### src/rtl/pcseq_pkg.sv
package pcseq_pkg;

   // Source of the next program counter value, one per request class.
   typedef enum logic [2:0] {
      SEL_HOLD = 3'd0,
      SEL_STEP = 3'd1,
      SEL_BYTE = 3'd2,
      SEL_POP  = 3'd3,
      SEL_JUMP = 3'd4,
      SEL_CALL = 3'd5,
      SEL_IRQ  = 3'd6
   } pc_sel_e;

endpackage

### src/rtl/pcseq_select.sv
module pcseq_select
   import pcseq_pkg::*;
(
   input  logic    step_en,
   input  logic    irq_take,
   input  logic    call_en,
   input  logic    jump_en,
   input  logic    ret_en,
   input  logic    byte_wr,
   output pc_sel_e sel_o,
   output logic    push_o,
   output logic    pop_o
);

   // Fixed priority: interrupt, call, jump, return, byte write, step.
   always_comb begin
      sel_o  = SEL_HOLD;
      push_o = 1'b0;
      pop_o  = 1'b0;
      if (irq_take) begin
         sel_o  = SEL_IRQ;
         push_o = 1'b1;
      end else if (call_en) begin
         sel_o  = SEL_CALL;
         push_o = 1'b1;
      end else if (jump_en) begin
         sel_o  = SEL_JUMP;
      end else if (ret_en) begin
         sel_o  = SEL_POP;
         pop_o  = 1'b1;
      end else if (byte_wr) begin
         sel_o  = SEL_BYTE;
      end else if (step_en) begin
         sel_o  = SEL_STEP;
      end
   end

endmodule

### src/rtl/pcseq_retstack.sv
module pcseq_retstack #(
   parameter int AW    = 13,
   parameter int DEPTH = 8
) (
   input  logic          clk,
   input  logic          rst_n,
   input  logic          push,
   input  logic          pop,
   input  logic [AW-1:0] push_data,
   output logic [AW-1:0] top_data
);

   localparam int PTR_W = (DEPTH > 1) ? $clog2(DEPTH) : 1;

   // Elaboration checks: the ring pointer relies on modulo-2^n wrap.
   if (DEPTH < 2) begin : g_bad_depth_small
      $error("pcseq_retstack: DEPTH must be at least 2");
   end
   if ((1 << PTR_W) != DEPTH) begin : g_bad_depth_pow2
      $error("pcseq_retstack: DEPTH must be a power of two");
   end

   logic [PTR_W-1:0] sp_q;
   logic [AW-1:0]    slot_w [DEPTH];

   // One register per ring slot; sp_q points at the next slot to fill.
   for (genvar g = 0; g < DEPTH; g++) begin : g_slot
      logic [AW-1:0] ent_q;
      always_ff @(posedge clk) begin
         if (!rst_n) begin
            ent_q <= '0;
         end else if (push && (sp_q == PTR_W'(g))) begin
            ent_q <= push_data;
         end
      end
      assign slot_w[g] = ent_q;
   end

   always_ff @(posedge clk) begin
      if (!rst_n) begin
         sp_q <= '0;
      end else if (push) begin
         sp_q <= sp_q + PTR_W'(1);
      end else if (pop) begin
         sp_q <= sp_q - PTR_W'(1);
      end
   end

   assign top_data = slot_w[sp_q - PTR_W'(1)];

   // a push advances the ring pointer by one, modulo the depth.
   assert_ptr_push_R7 : assert property (@(posedge clk) disable iff (!rst_n)
      push |=> sp_q == $past(sp_q) + PTR_W'(1));

   // a pop steps the pointer back and wraps below slot zero.
   assert_ptr_pop_R8 : assert property (@(posedge clk) disable iff (!rst_n)
      (pop && !push) |=> sp_q == $past(sp_q) - PTR_W'(1));

   // the value just pushed is what a pop in the next cycle would return.
   assert_push_top_R6 : assert property (@(posedge clk) disable iff (!rst_n)
      push |=> top_data == $past(push_data));

endmodule

### src/rtl/pcseq_nextpc.sv
module pcseq_nextpc
   import pcseq_pkg::*;
#(
   parameter int PC_W    = 13,
   parameter int LO_W    = 8,
   parameter int TGT_W   = 11,
   parameter int IRQ_VEC = 4
) (
   input  pc_sel_e              sel,
   input  logic [PC_W-1:0]      pc_q,
   input  logic [PC_W-LO_W-1:0] latch_q,
   input  logic [TGT_W-1:0]     tgt,
   input  logic [LO_W-1:0]      byte_data,
   input  logic [PC_W-1:0]      pop_data,
   output logic [PC_W-1:0]      pc_next,
   output logic [PC_W-1:0]      ret_addr
);

   localparam int LATCH_W = PC_W - LO_W;
   localparam int PAGE_W  = PC_W - TGT_W;

   if (PAGE_W < 1 || PAGE_W > LATCH_W) begin : g_bad_page
      $error("pcseq_nextpc: page bits must fit in the latch");
   end

   logic [PC_W-1:0] branch_addr;
   logic [PC_W-1:0] byte_addr;

   // Branch page comes from the top latch bits; byte writes use the whole latch.
   assign branch_addr = {latch_q[LATCH_W-1 -: PAGE_W], tgt};
   assign byte_addr   = {latch_q, byte_data};
   assign ret_addr    = pc_q + PC_W'(1);

   always_comb begin
      unique case (sel)
         SEL_IRQ:  pc_next = PC_W'(IRQ_VEC);
         SEL_CALL: pc_next = branch_addr;
         SEL_JUMP: pc_next = branch_addr;
         SEL_POP:  pc_next = pop_data;
         SEL_BYTE: pc_next = byte_addr;
         SEL_STEP: pc_next = ret_addr;
         default:  pc_next = pc_q;
      endcase
   end

endmodule

### src/rtl/pcseq_unit.sv
module pcseq_unit
   import pcseq_pkg::*;
#(
   parameter int PC_W      = 13,
   parameter int LO_W      = 8,
   parameter int TGT_W     = 11,
   parameter int DEPTH     = 8,
   parameter int RESET_VEC = 0,
   parameter int IRQ_VEC   = 4
) (
   input  logic                 clk,
   input  logic                 rst_n,
   input  logic                 step_en,
   input  logic                 irq_take,
   input  logic                 call_en,
   input  logic                 jump_en,
   input  logic                 ret_en,
   input  logic [TGT_W-1:0]     tgt_addr,
   input  logic                 pcl_wr_en,
   input  logic [LO_W-1:0]      pcl_wr_data,
   input  logic                 latch_wr_en,
   input  logic [PC_W-LO_W-1:0] latch_wr_data,
   output logic [PC_W-1:0]      fetch_addr,
   output logic [PC_W-LO_W-1:0] latch_out
);

   localparam int LATCH_W = PC_W - LO_W;
   localparam int PAGE_W  = PC_W - TGT_W;

   if (LO_W < 1 || LO_W >= PC_W) begin : g_bad_lo
      $error("pcseq_unit: LO_W must be below PC_W");
   end
   if (IRQ_VEC >= (1 << PC_W) || RESET_VEC >= (1 << PC_W)) begin : g_bad_vec
      $error("pcseq_unit: vectors must fit the program counter");
   end

   pc_sel_e           sel;
   logic              push;
   logic              pop;
   logic [PC_W-1:0]   pc_q;
   logic [PC_W-1:0]   pc_next;
   logic [PC_W-1:0]   ret_addr;
   logic [PC_W-1:0]   top_data;
   logic [LATCH_W-1:0] latch_q;

   pcseq_select u_select (
      .step_en  (step_en),
      .irq_take (irq_take),
      .call_en  (call_en),
      .jump_en  (jump_en),
      .ret_en   (ret_en),
      .byte_wr  (pcl_wr_en),
      .sel_o    (sel),
      .push_o   (push),
      .pop_o    (pop)
   );

   pcseq_nextpc #(
      .PC_W    (PC_W),
      .LO_W    (LO_W),
      .TGT_W   (TGT_W),
      .IRQ_VEC (IRQ_VEC)
   ) u_nextpc (
      .sel       (sel),
      .pc_q      (pc_q),
      .latch_q   (latch_q),
      .tgt       (tgt_addr),
      .byte_data (pcl_wr_data),
      .pop_data  (top_data),
      .pc_next   (pc_next),
      .ret_addr  (ret_addr)
   );

   pcseq_retstack #(
      .AW    (PC_W),
      .DEPTH (DEPTH)
   ) u_stack (
      .clk       (clk),
      .rst_n     (rst_n),
      .push      (push),
      .pop       (pop),
      .push_data (ret_addr),
      .top_data  (top_data)
   );

   always_ff @(posedge clk) begin
      if (!rst_n) begin
         pc_q <= PC_W'(RESET_VEC);
      end else begin
         pc_q <= pc_next;
      end
   end

   // Page latch: written only through its own port, independent of sequencing.
   always_ff @(posedge clk) begin
      if (!rst_n) begin
         latch_q <= '0;
      end else if (latch_wr_en) begin
         latch_q <= latch_wr_data;
      end
   end

   assign fetch_addr = pc_q;
   assign latch_out  = latch_q;

   // an accepted interrupt lands on the vector.
   assert_irq_vector_R3 : assert property (@(posedge clk) disable iff (!rst_n)
      irq_take |=> fetch_addr == PC_W'(IRQ_VEC));

   // a winning call lands on {old page bits, target}.
   assert_call_dest_R5 : assert property (@(posedge clk) disable iff (!rst_n)
      (call_en && !irq_take) |=>
         fetch_addr == {$past(latch_q[LATCH_W-1 -: PAGE_W]), $past(tgt_addr)});

   // a lone step adds one to the fetch address.
   assert_step_inc_R2 : assert property (@(posedge clk) disable iff (!rst_n)
      (step_en && !irq_take && !call_en && !jump_en && !ret_en && !pcl_wr_en)
         |=> fetch_addr == $past(fetch_addr) + PC_W'(1));

   // without a latch write the latch holds, whatever the stack does.
   assert_latch_hold_R10 : assert property (@(posedge clk) disable iff (!rst_n)
      !latch_wr_en |=> $stable(latch_out));

   // an interrupt suppresses the pop of a simultaneous return.
   assert_irq_no_pop_R11 : assert property (@(posedge clk) disable iff (!rst_n)
      irq_take |=> top_data == $past(ret_addr));

endmodule

### config.mk
export PLATFORM = sky130hd
export DESIGN_NAME = pcseq_unit
export DESIGN_NICKNAME = d
export VERILOG_FILES = /design/src/rtl/pcseq_pkg.sv /design/src/rtl/pcseq_select.sv /design/src/rtl/pcseq_retstack.sv /design/src/rtl/pcseq_nextpc.sv /design/src/rtl/pcseq_unit.sv
export SDC_FILE = /design/constraint.sdc
export NUM_CORES = 1
export LEC_CHECK = 0
export BUFFER_PORTS_ARGS = -buffer_cell sky130_fd_sc_hd__buf_4
export CAP_MARGIN = 40
export CORE_ASPECT_RATIO = 0.5
export CORE_MARGIN = 2
export CORE_UTILIZATION = 45
export CTS_CLUSTER_SIZE = 8
export DETAILED_ROUTE_END_ITERATION = 6
export PLACE_DENSITY = 0.65
export SLEW_MARGIN = 20
export SYNTH_ARGS = -nofsm -noshare
export SYNTH_HDL_FRONTEND = slang
export SYNTH_SLANG_ARGS = --single-unit
### constraint.sdc
create_clock -name clk -period 2.28 [get_ports clk]
set_input_delay 0.342 -clock clk [delete_from_list [all_inputs] [get_ports clk]]
set_output_delay 0.342 -clock clk [all_outputs]
set_load 0.01 [all_outputs]
Word-level counts from Yosys, hierarchy flattened
Cells that the tools add are included.
{ "op_classes": {"order_cmp": 1, "n_mux": 18, "n_bitwise": 1, "add_sub_neg": 3, "reduce_logical": 12, "eq_ne": 13} }
{ "op_table": {"columns": ["op", "count"], "rows": [
  ["$pmux 13 s5", 1],
  ["$bmux 13 s3", 1],
  ["$mux 13", 2],
  ["$eq 3x3->1 const B", 7],
  ["$mux 3", 7],
  ["$add 13x1->13 const B", 1],
  ["$eq 3x2->1 const B", 4],
  ["$logic_and 1x1->1", 8],
  ["$mux 1", 7],
  ["$eq 3x1->1 const B", 2],
  ["$reduce_bool 5->1", 1],
  ["$ge 4x4->1 const B", 1],
  ["$not 3->4", 1],
  ["$add 3x1->3 const B", 1],
  ["$logic_not 3->1", 1],
  ["$sub 3x1->3 const B", 1],
  ["$reduce_bool 2->1", 1],
  ["$reduce_or 2->1", 1]
]} }
{ "totals": {"reg_bits": 125} }

Longest topological paths before layout
Gate-level depths: netlist of run 1.
{ "logic_depth": {"ltp_word": 9, "mapped_depth": 10, "ltp_nobuf": 7} }

Cells and area by module
A second synthesis of run 1 with hierarchy kept.
{ "hier_totals": {"cells_unflattened": 860, "hier_area_um2": 6944.2} }
{ "modules_own_cells": {"columns": ["mod", "area_per_inst_um2", "cells_per_inst", "n_inst"], "rows": [
  ["pcseq_retstack", 5183.7, 633, 1],
  ["pcseq_nextpc", 1156.1, 173, 1],
  ["pcseq_unit", 541.8, 43, 1],
  ["pcseq_select", 62.6, 11, 1]
]} }

Worst setup path after synthesis of run 1
OpenSTA, ideal clock, no wires.
{ "synth_path": {"path_kind": "register -> register", "start": "reg u_stack.sp_q[0]", "end": "reg pc_q[4] (netlist: fetch_addr[4])", "path_slack_ns": -0.018, "stages_incl_launch_ff": 11, "t_arrival_ns": 2.184, "path_buffers": 4, "path_cell_list": "dfxtp_1 buf_6 buf_6 inv_1 ha_1 buf_2 buf_2 mux4_2 mux2i_1 o221ai_1 and2_1"} }
{ "synth_between": {"elab_chain_len": 6} }
{ "synth_rtl": {"columns": ["item", "line", "source"], "rows": [
  ["start: declaration", "pcseq_retstack.sv:23", "logic [PTR_W-1:0] sp_q;"],
  ["start signal: assignment", "pcseq_retstack.sv:43", "sp_q <= sp_q + PTR_W'(1);"],
  ["start signal: assignment", "pcseq_retstack.sv:45", "sp_q <= sp_q - PTR_W'(1);"],
  ["$sub 3x1->3", "pcseq_retstack.sv:49", "assign top_data = slot_w[sp_q - PTR_W'(1)];"],
  ["$not 3->4 (implied by the code)", "pcseq_retstack.sv:49", null],
  ["$bmux 13 s3", "pcseq_retstack.sv:49", null],
  ["$mux 13 (implied by the code) (2 in series)", "pcseq_retstack.sv:49", null],
  ["$pmux 13 s5", "pcseq_nextpc.sv:35", "unique case (sel)"],
  ["end signal: assignment", "pcseq_unit.sv:88", "pc_q <= PC_W'(RESET_VEC);"],
  ["end signal: assignment", "pcseq_unit.sv:90", "pc_q <= pc_next;"],
  ["end: declaration", "pcseq_unit.sv:40", "logic [PC_W-1:0] pc_q;"]
]} }
No other way between the ends. The select of a mux whose other input is x is not followed.
A chain may end at the register's enable or synchronous reset.

Worst setup path in the final report of run 1
{ "layout_path": {"start": "reg u_stack.sp_q[1]", "end": "reg pc_q[9] (netlist: fetch_addr[9])"} }
Same word-level chain as after synthesis.

==> results of run 1 <==
-- cell usage in the layout, fill, tap and decap left out, types with 2 or more instances in the layout --
| master | count |
|---|---|
| nor2b_1 | 11 |
| mux4_2 | 26 |
| nor3_1 | 5 |
| o21a_1 | 4 |
| nor2_1 | 12 |
| buf_4 | 74 |
| inv_1 | 8 |
| clkbuf_16 | 17 |
| a21boi_0 | 5 |
| a22o_1 | 2 |
| dfxtp_1 | 124 |
| nand3_1 | 7 |
| and2_1 | 19 |
| o211a_1 | 92 |
| and3_1 | 4 |
| xor2_1 | 3 |
| o21ai_1 | 2 |
| a22oi_1 | 2 |
| clkinv_4 | 4 |
| clkinv_2 | 6 |
| xnor2_1 | 11 |
| nand2_1 | 114 |
| a222oi_1 | 9 |
| clkinvlp_4 | 5 |
| o21ai_0 | 10 |
| buf_12 | 6 |
| mux2i_1 | 18 |
| o221ai_1 | 8 |
| ha_1 | 7 |
-- per-layer routing --
metal / global-route usage (%) / share of wire [%] / vias up
met5: 0 / 0 / -
met4: 6.113 / 0.72 / 0
met3: 4.431 / 5.2 / 10
met2: 35.42 / 46 / 111
met1: 30.21 / 48 / 2361
li1: - / - / 2206
-- state kept, by name, summed over array words and instances (netlist names) --
name                  cells
fetch_addr               13
latch_out                 5
u_stack.g_slot.ent_q    104
u_stack.sp_q              3
-- report_power, final --
group	switching [mW]	internal (mW)
clock	1.02	1.38
combinational	0.460	0.430
sequential	0.0922	2.33
total	1.57	4.13
-- per-stage QoR --
stage	instances	total power [mW]	util [%]	worst slack [ns]	hold WS (ns)
after floorplan	575	3.059	-	0.01288	0.4403
final	804	5.702	55.61	0.05887	0.1937
after global routing	804	5.909	55.61	0.005868	0.2033
after CTS	804	5.728	55.59	0.02259	0.1831
after global placement	770	3.324	51.25	0.1195	0.4504
after detailed placement	772	3.347	51.46	0.03393	0.4614
-- worst max-delay path by stage --
stage,from,end,slack (ns)
final,u_stack.sp_q[1],fetch_addr[9],0.06
after global routing,u_stack.sp_q[1],fetch_addr[9],0.006
after CTS,u_stack.sp_q[1],fetch_addr[9],0.02
after detailed placement,u_stack.sp_q[1],fetch_addr[9],0.03
after global placement,irq_take,fetch_addr[8],0.12
after floorplan,u_stack.sp_q[0],fetch_addr[1],0.01
-- tightest hold or removal path, stage by stage --
cell       delay [ns]
buf_4            0.08
a2111oi_2        0.05
nor2_1           0.09
-- cell families (layout without fill, tap and decap cells) --
kind of cell / count (synthesis) / after routing
simple gates: 181 / 181
compound gates: 140 / 140
flops: 125 / 125
buf+inv: 63 / 122
mux: 44 / 44
xor+xnor: 14 / 14
fa+ha+maj: 8 / 8
-- area by class of cell --
type	count	area [um2]
clock buffer	17	425.4
clock inverter	15	102.6
fill	1107	5669
inverter	8	30.03
multi-input combinational	387	3127
sequential	125	2504
tap	170	212.7
timing repair buffer	82	701.9
-- repair_timing --
action                     CTS  global route
setup endpoints to repair    0             2
resized for setup            0             1
hold endpoints to repair     0             0
==> impl_metrics.csv, run 1 <==
group,metric,value,unit
outcome,outcome,"finished, final reports clean",
floorplanning,start_util,46.57,%
critical_path,critPathKind,"register to register",
floorplanning,num_rows,29,
critical_path,worstPathCellList,"inv_1 -> ha_2 -> buf_12 -> mux4_2 -> a222oi_1 -> o21ai_1 -> o21a_1",
clock_tree,clk_pin_slew,0.06,ns
critical_path,cp_slowest_cell,"ha_2",
routing,dr_total_vias,4688,
critical_path,end_kind,"register",
clock_tree,cts_buffers,17,
sta,hold_viol_final,0,
synthesis,synth_area_leader_cell,"dfxtp_1",
critical_path,crit_family,"compound AO/OA/AOI/OAI gates",
grt,grtUsageTotal,21.92,%
sta,setup_viol,0,
sta,min_period,2.221,ns
synthesis,avgSynthCellArea,10.34,um2
synthesis,synthSimpleGateAreaFrac,14.05,%
cells_and_area,nets,662,
critical_path,critPathArrivalTime,2.53,ns
sta,fmax,450.2,MHz
clock_tree,cts_setup_buffers,0,
synthesis,netlist_top_cells_area,"dfxtp_1, o211a_1, mux4_2",
critical_path,r2r_start,"u_stack.sp_q[1]",
critical_path,crit_buf_inv,2,
power_and_ir_drop,leakagePower,3.704,nW
cells_and_area,drive_above_1_share,23.34,%
synthesis,yosysSeqAreaShare,42.07,%
critical_path,worst_ep_required_time,2.59,ns
routing,vias_per_cell,5.831,
sta,fin_crit_sh,97.42,%
sta,tightest_slew,0.7844,ns
clock_tree,h-tree-depth,4,
sta,drv_slew,0,
floorplanning,io_pins,51,
synthesis,synth_compound_area_share,21.86,%
synthesis,synth_top_family_by_area,"compound AO/OA/AOI/OAI gates",
floorplanning,core,12770,um2
synthesis,synth_flop_cell,"dfxtp_1",
min_path,hp-class,"input port to register",
sta,finClkSkew,0.01211,ns
cells_and_area,design_area,7103,um2
synthesis,synth_commonest_cells,"dfxtp_1, nand2_1, o211a_1",
cells_and_area,num_antenna_cells,0,
sta,fin_setup_tns,0,ns
critical_path,cp-start-kind,"register",
placement,place.gp.congestion,0.8281,
floorplanning,die_h,85.30,um
grt,grt_pass1_wl,24160,um
placement,place_area,6573,um2
run,maxCapViolCount,0,
grt,grt_overflow,0,
routing,drtIter0Drc,375,
cells_and_area,syn_to_final_growth,19.42,%
grt,grt_start_max_net_pins,54,
critical_path,rrSetupSlack,0.06,ns
placement,portBuffers,50,
synthesis,synthArstFlopShare,0,%
synthesis,muxShareOfSynthArea,12.87,%
routing,wl,15220,um
critical_path,r2r_cells,7,
min_path,whs_path_depth,3,
routing,dr.pass1.iters,5,
floorplanning,die_w,166.6,um
clock_tree,cts_tree,"done",
synthesis,yosysMostFrequentCell,"dfxtp_1",
synthesis,synthCells,575,
synthesis,synth.top_cell.area_share,42.07,%
synthesis,synthAdderAreaFrac,1.683,%
routing,wire_per_inst,18.92,um
min_path,worstHoldStart,"pcl_wr_data[2]",
clock_tree,clock-root-buffer,"clkbuf_16",
floorplanning,dieArea,14210,um2
clock_tree,clock_latency,0.41,ns
synthesis,syn-cell-area,5948,um2
placement,dp_hpwl,10020,um
critical_path,crit_fanout,24,
critical_path,cp.depth,7,
synthesis,ys_seq_elements,125,
sta,rsz0062_at_grt,"false",
clock_tree,cts_buffer_depth,2,
synthesis,synth_warnings,0,
synthesis,synth_edf_count,0,
routing,ant_nets,0,
sta,relSlewSlack,47.33,%
critical_path,r2r_end,"fetch_addr[9]",
synthesis,synthXorXnorAreaFrac,2.061,%
routing,drc_errors,0,
critical_path,max_stage_delay,0.43,ns
clock_tree,clock_sinks,125,
grt,antenna_found_initial,0,
grt,grt_pass1_vias,4461,
synthesis,synth.distinct_cells,44,
power_and_ir_drop,pwr_density_cell,802.7,nW/um2
power_and_ir_drop,vdd_drop_max,0.0006281,V
clock_tree,cts_hold_buf,0,
min_path,hold-path-endpoint,"fetch_addr[2]",
synthesis,syn_nets,616,
Power figures use the tool's default switching activity.
==> run 2: changes to the inputs <==
--- a/config.mk
+++ b/config.mk
@@ -9,10 +9,10 @@
 export CAP_MARGIN = 40
 export CORE_ASPECT_RATIO = 0.5
 export CORE_MARGIN = 2
-export CORE_UTILIZATION = 45
+export CORE_UTILIZATION = 54
 export CTS_CLUSTER_SIZE = 8
 export DETAILED_ROUTE_END_ITERATION = 6
-export PLACE_DENSITY = 0.65
+export PLACE_DENSITY = 0.76
 export SLEW_MARGIN = 20
 export SYNTH_ARGS = -nofsm -noshare
 export SYNTH_HDL_FRONTEND = slang
==> impl_metrics.csv, run 2 (synthesized netlist as in run 1, its figures left out) <==
group,metric,value,unit
cells_and_area,multi_input_area,3137,um2
floorplanning,die_w,152.4,um
floorplanning,core,10880,um2
run,maxCapViolCount,0,
routing,ant_nets,0,
power_and_ir_drop,leakagePower,3.744,nW
critical_path,cp_slowest_cell,"a222oi_1",
cells_and_area,syn_to_final_growth,20.28,%
sta,drv_slew,0,
cells_and_area,layout_common_cells,"dfxtp_1, nand2_1, o211a_1",
critical_path,rrSetupSlack,0.09,ns
cells_and_area,nets,660,
cells_and_area,drive_above_1_share,22.94,%
clock_tree,cts_hold_buf,0,
critical_path,critPathKind,"register to register",
clock_tree,clk_pin_slew,0.06,ns
routing,topRoutingLayerUsed,"met4",
grt,grt_overflow,0,
clock_tree,h-tree-depth,4,
outcome,outcome,"finished, final reports clean",
critical_path,critPathArrivalTime,2.50,ns
power_and_ir_drop,pwr_density_cell,845.8,nW/um2
routing,wl,14780,um
critical_path,max_stage_delay,0.39,ns
routing,met3_length,921,um
floorplanning,die_h,78.22,um
grt,grt_pass1_wl,23540,um
routing,drtIter0Drc,431,
cells_and_area,largest-register,"u_stack.g_slot.ent_q",
clock_tree,cts_setup_buffers,0,
clock_tree,cts_buffer_depth,2,
clock_tree,cts_tree,"done",
grt,antenna_found_initial,0,
critical_path,worst_ep_required_time,2.59,ns
power_and_ir_drop,combPwrFrac,15.0,%
power_and_ir_drop,internal_power,4.431,mW
sta,fmax,457.0,MHz
cells_and_area,ff_latch_area,2504,um2
sta,fin_crit_sh,95.97,%
routing,dr.pass1.iters,7,
cells_and_area,fill_cells,837,
grt,grt_pass1_vias,4477,
routing,vias_per_cell,6.051,
routing,wl_met2,7018,um
sta,tightest_slew,0.7468,ns
placement,place_area,6528,um2
floorplanning,start_util,54.68,%
routing,wire_per_inst,19.02,um
power_and_ir_drop,vdd_drop_max,0.0005080,V
power_and_ir_drop,clockPowerShare,45.0,%
critical_path,cp-start-kind,"register",
sta,fin_setup_tns,0,ns
clock_tree,clock-root-buffer,"clkbuf_16",
power_and_ir_drop,p_switching,1.620,mW
cells_and_area,num_antenna_cells,0,
floorplanning,dieArea,11920,um2
power_and_ir_drop,netSwitchingFraction,26.78,%
critical_path,crit_fanout,24,
clock_tree,post_cts_resized,0,
floorplanning,io_pins,51,
sta,rsz0062_at_grt,"false",
grt,grt_start_max_net_pins,65,
clock_tree,cts_buffers,17,
critical_path,worstPathCellList,"inv_1 -> ha_1 -> buf_12 -> mux4_2 -> a222oi_1 -> o21ai_1 -> o21a_1",
grt,grtUsageTotal,25.31,%
sta,relSlewSlack,49.86,%
routing,met1Wirelength,6595,um
clock_tree,clock_latency,0.42,ns
cells_and_area,design_area,7154,um2
placement,dp_hpwl,9565,um
clock_tree,clock_sinks,125,
sta,min_period,2.188,ns
placement,portBuffers,50,
cells_and_area,largest_register_ffs,104,
sta,setup_viol,0,
cells_and_area,mostFrequentLayoutCell,"dfxtp_1",
power_and_ir_drop,p_seq_share,40.0,%
min_path,hp-class,"input port to register",
floorplanning,num_rows,27,
routing,dr_total_vias,4702,
critical_path,end_kind,"register",
placement,place.gp.congestion,0.8601,
sta,finClkSkew,0.007389,ns
routing,drc_errors,0,
sta,hold_viol_final,0,
==> run 2: worst paths after layout <==
path              cells past startpoint                       start                          to
setup / recovery                      7             u_stack.sp_q[1]               fetch_addr[9]
hold / removal                        3            latch_wr_data[2]                latch_out[2]
setup reg to reg                      7             u_stack.sp_q[1]               fetch_addr[9]
hold reg to reg                       2  u_stack.g_slot[1].ent_q[1]  u_stack.g_slot[1].ent_q[1]
==> run 2: through the flow <==
step	utilization, %	hold slack (ns)	power (mW)	std cells	worst slack [ns]
global placement	59.87	0.4462	3.329	743	0.1340
global route	65.77	0.1966	6.235	777	0.009281
detailed placement	60.01	0.4561	3.358	744	0.06655
CTS	65.52	0.1775	6.058	776	0.04954
floorplan	-	0.4403	3.059	575	0.01288
finish	65.77	0.1857	6.051	777	0.09199
==> run 2: layer usage <==
layer  up-vias  GRT usage (%)
li1       2207              -
met1      2310          33.39
met2       162          41.94
met3        23          5.246
met4         0          8.889
met5         -              0
==> run 2: cell type report <==
| cell class | instances | share of cell area (%) |
|---|---|---|
| multi-input cells | 387 | 43.84 |
| flip-flops and latches | 125 | 34.99 |
| repair buffers | 80 | 9.829 |
| inverters | 8 | 0.4197 |
| well taps | 145 | 2.536 |
| clock buffers | 18 | 6.139 |
| clock inverters | 14 | 2.239 |
==> run 2: critical path, delay by kind of cell, from the launching register on <==
| family | cells | cell delay [ns] |
|---|---|---|
| AO/OA/AOI/OAI | 3 | 0.70 |
| flip-flops | 1 | 0.38 |
| multiplexers | 1 | 0.34 |
| adder cells (fa/ha/maj) | 1 | 0.35 |
| buffers and inverters | 2 | 0.31 |
==> run 2: power by group through the flow <==
stage	Clock, mW	Sequential, mW	Combinational (mW)
5_1_grt	2.82	2.44	0.978
3_3_place_gp	0	2.46	0.872
3_5_place_dp	0	2.46	0.895
2_1_floorplan	0	2.44	0.619
4_1_cts	2.74	2.42	0.903
6_report	2.73	2.42	0.905
==> run 3: changes to the inputs <==
--- a/config.mk
+++ b/config.mk
@@ -12,7 +12,7 @@
 export CORE_UTILIZATION = 54
 export CTS_CLUSTER_SIZE = 8
 export DETAILED_ROUTE_END_ITERATION = 6
-export PLACE_DENSITY = 0.76
+export PLACE_DENSITY_LB_ADDON = 0.2
 export SLEW_MARGIN = 20
 export SYNTH_ARGS = -nofsm -noshare
 export SYNTH_HDL_FRONTEND = slang
==> impl_metrics.csv, run 3 (synthesized netlist as in run 1, its figures left out) <==
group,metric,value,unit
power_and_ir_drop,p_seq_share,40.8,%
power_and_ir_drop,total_power,5.928,mW
grt,antenna_found_initial,0,
critical_path,end_kind,"register",
floorplanning,num_rows,27,
grt,met2_usage,40.72,%
cells_and_area,largest_register_ffs,104,
clock_tree,clock_sinks,125,
cells_and_area,ff_latch_area,2504,um2
power_and_ir_drop,internal_power,4.290,mW
critical_path,r2r_start,"u_stack.sp_q[1]",
sta,hold_ws,0.1941,ns
cells_and_area,nets,667,
sta,tightest_slew,0.8954,ns
grt,grt_pass1_wl,24670,um
clock_tree,cts_tree,"done",
power_and_ir_drop,clockPowerShare,43.7,%
cells_and_area,num_antenna_cells,0,
clock_tree,cts_hold_buf,0,
clock_tree,clk_pin_slew,0.06,ns
routing,dr.pass1.iters,7,
cells_and_area,largest-register,"u_stack.g_slot.ent_q",
grt,grtUsageMet1,38.27,%
run,maxCapViolCount,0,
power_and_ir_drop,vdd_drop_max,0.0005331,V
cells_and_area,layout_common_cells,"dfxtp_1, nand2_1, o211a_1",
clock_tree,cts_buffers,17,
routing,wire_per_inst,19.67,um
grt,grt_overflow,0,
cells_and_area,fin_util,65.63,%
cells_and_area,drive_above_1_share,23.63,%
power_and_ir_drop,combPwrFrac,15.4,%
placement,portBuffers,50,
routing,vias_per_cell,6.105,
min_path,hp-class,"input port to register",
power_and_ir_drop,p_switching,1.638,mW
sta,rsz0062_at_grt,"false",
clock_tree,clock_latency,0.42,ns
cells_and_area,syn_to_final_growth,20.03,%
routing,ant_nets,0,
sta,fin_setup_tns,0,ns
critical_path,crit_fanout,12,
power_and_ir_drop,netSwitchingFraction,27.64,%
critical_path,critPathLaunch,"u_stack.sp_q[1]",
cells_and_area,multi_input_area,3124,um2
min_path,worstHoldStart,"latch_wr_data[4]",
sta,hold_viol_final,0,
placement,place_area,6560,um2
clock_tree,post_cts_resized,0,
sta,relSlewSlack,39.88,%
clock_tree,cts_setup_buffers,0,
critical_path,cp-start-kind,"register",
sta,min_period,2.117,ns
clock_tree,cts_buffer_depth,2,
floorplanning,die_w,152.4,um
cells_and_area,design_area,7139,um2
sta,drv_slew,0,
routing,drtIter0Drc,530,
cells_and_area,instances_no_fill,784,
floorplanning,start_util,54.68,%
placement,dp_hpwl,10170,um
grt,busiest_layer,"met2",
routing,dr_total_vias,4786,
sta,fin_crit_sh,92.86,%
critical_path,critPathArrivalTime,2.42,ns
power_and_ir_drop,pwr_density_cell,830.4,nW/um2
grt,grt_start_max_net_pins,49,
grt,grtUsageTotal,26.81,%
grt,grt_pass1_vias,4544,
routing,wl,15430,um
critical_path,worst_ep_required_time,2.59,ns
cells_and_area,fill_cells,862,
placement,post-place-ws,0.2044,ns
grt,met3_usage,5.964,%
sta,setup_viol,0,
clock_tree,h-tree-depth,4,
placement,place.gp.congestion,0.8592,
routing,drc_errors,0,
critical_path,critPathKind,"register to register",
floorplanning,die_h,78.22,um
floorplanning,dieArea,11920,um2
placement,dp.cells,751,
sta,fmax,472.3,MHz
floorplanning,core,10880,um2
floorplanning,io_pins,51,
power_and_ir_drop,leakagePower,3.748,nW
cells_and_area,mostFrequentLayoutCell,"dfxtp_1",
sta,finClkSkew,0.009239,ns
outcome,outcome,"finished, final reports clean",
sta,fin_ws,0.1628,ns
clock_tree,clock-root-buffer,"clkbuf_16",
## run 3: power groups by stage
stage | Sequential, mW | Combinational (mW) | Clock (mW)
6_report | 2.42 | 0.915 | 2.59
5_1_grt | 2.44 | 0.987 | 2.70
4_1_cts | 2.42 | 0.909 | 2.61
3_5_place_dp | 2.46 | 0.905 | 0
3_3_place_gp | 2.46 | 0.882 | 0
2_1_floorplan | 2.44 | 0.619 | 0
## run 3: per-layer routing
metal  part of all wire [%]  wire length (um)
met1                     48              7461
met5                      0                 0
met4                    1.6               250
met2                     43              6700
met3                    6.6              1012
## run 3: area by class of cell
cell class	instances	share of cell area, %
Clock buffer	18	6.011
Clock inverter	14	1.893
Inverter	8	0.4206
Multi-Input combinational cell	387	43.76
Sequential cell	125	35.07
Tap cell	145	2.541
Timing Repair Buffer	87	10.30
## run 3: worst max-delay path, cell delays in order (launching register included)
cell,delay (ns)
dfxtp_1,0.37
inv_1,0.10
ha_1,0.34
buf_4,0.24
mux4_2,0.33
mux2i_1,0.24
o221ai_1,0.18
and2_1,0.20
## run 3: final timing paths
check / to / slack, ns / depth (start not counted)
max reg2reg: fetch_addr[4] / 0.16 / 7
max: fetch_addr[4] / 0.16 / 7
min: latch_out[4] / 0.19 / 3
min reg2reg: u_stack.g_slot[1].ent_q[1] / 0.47 / 2
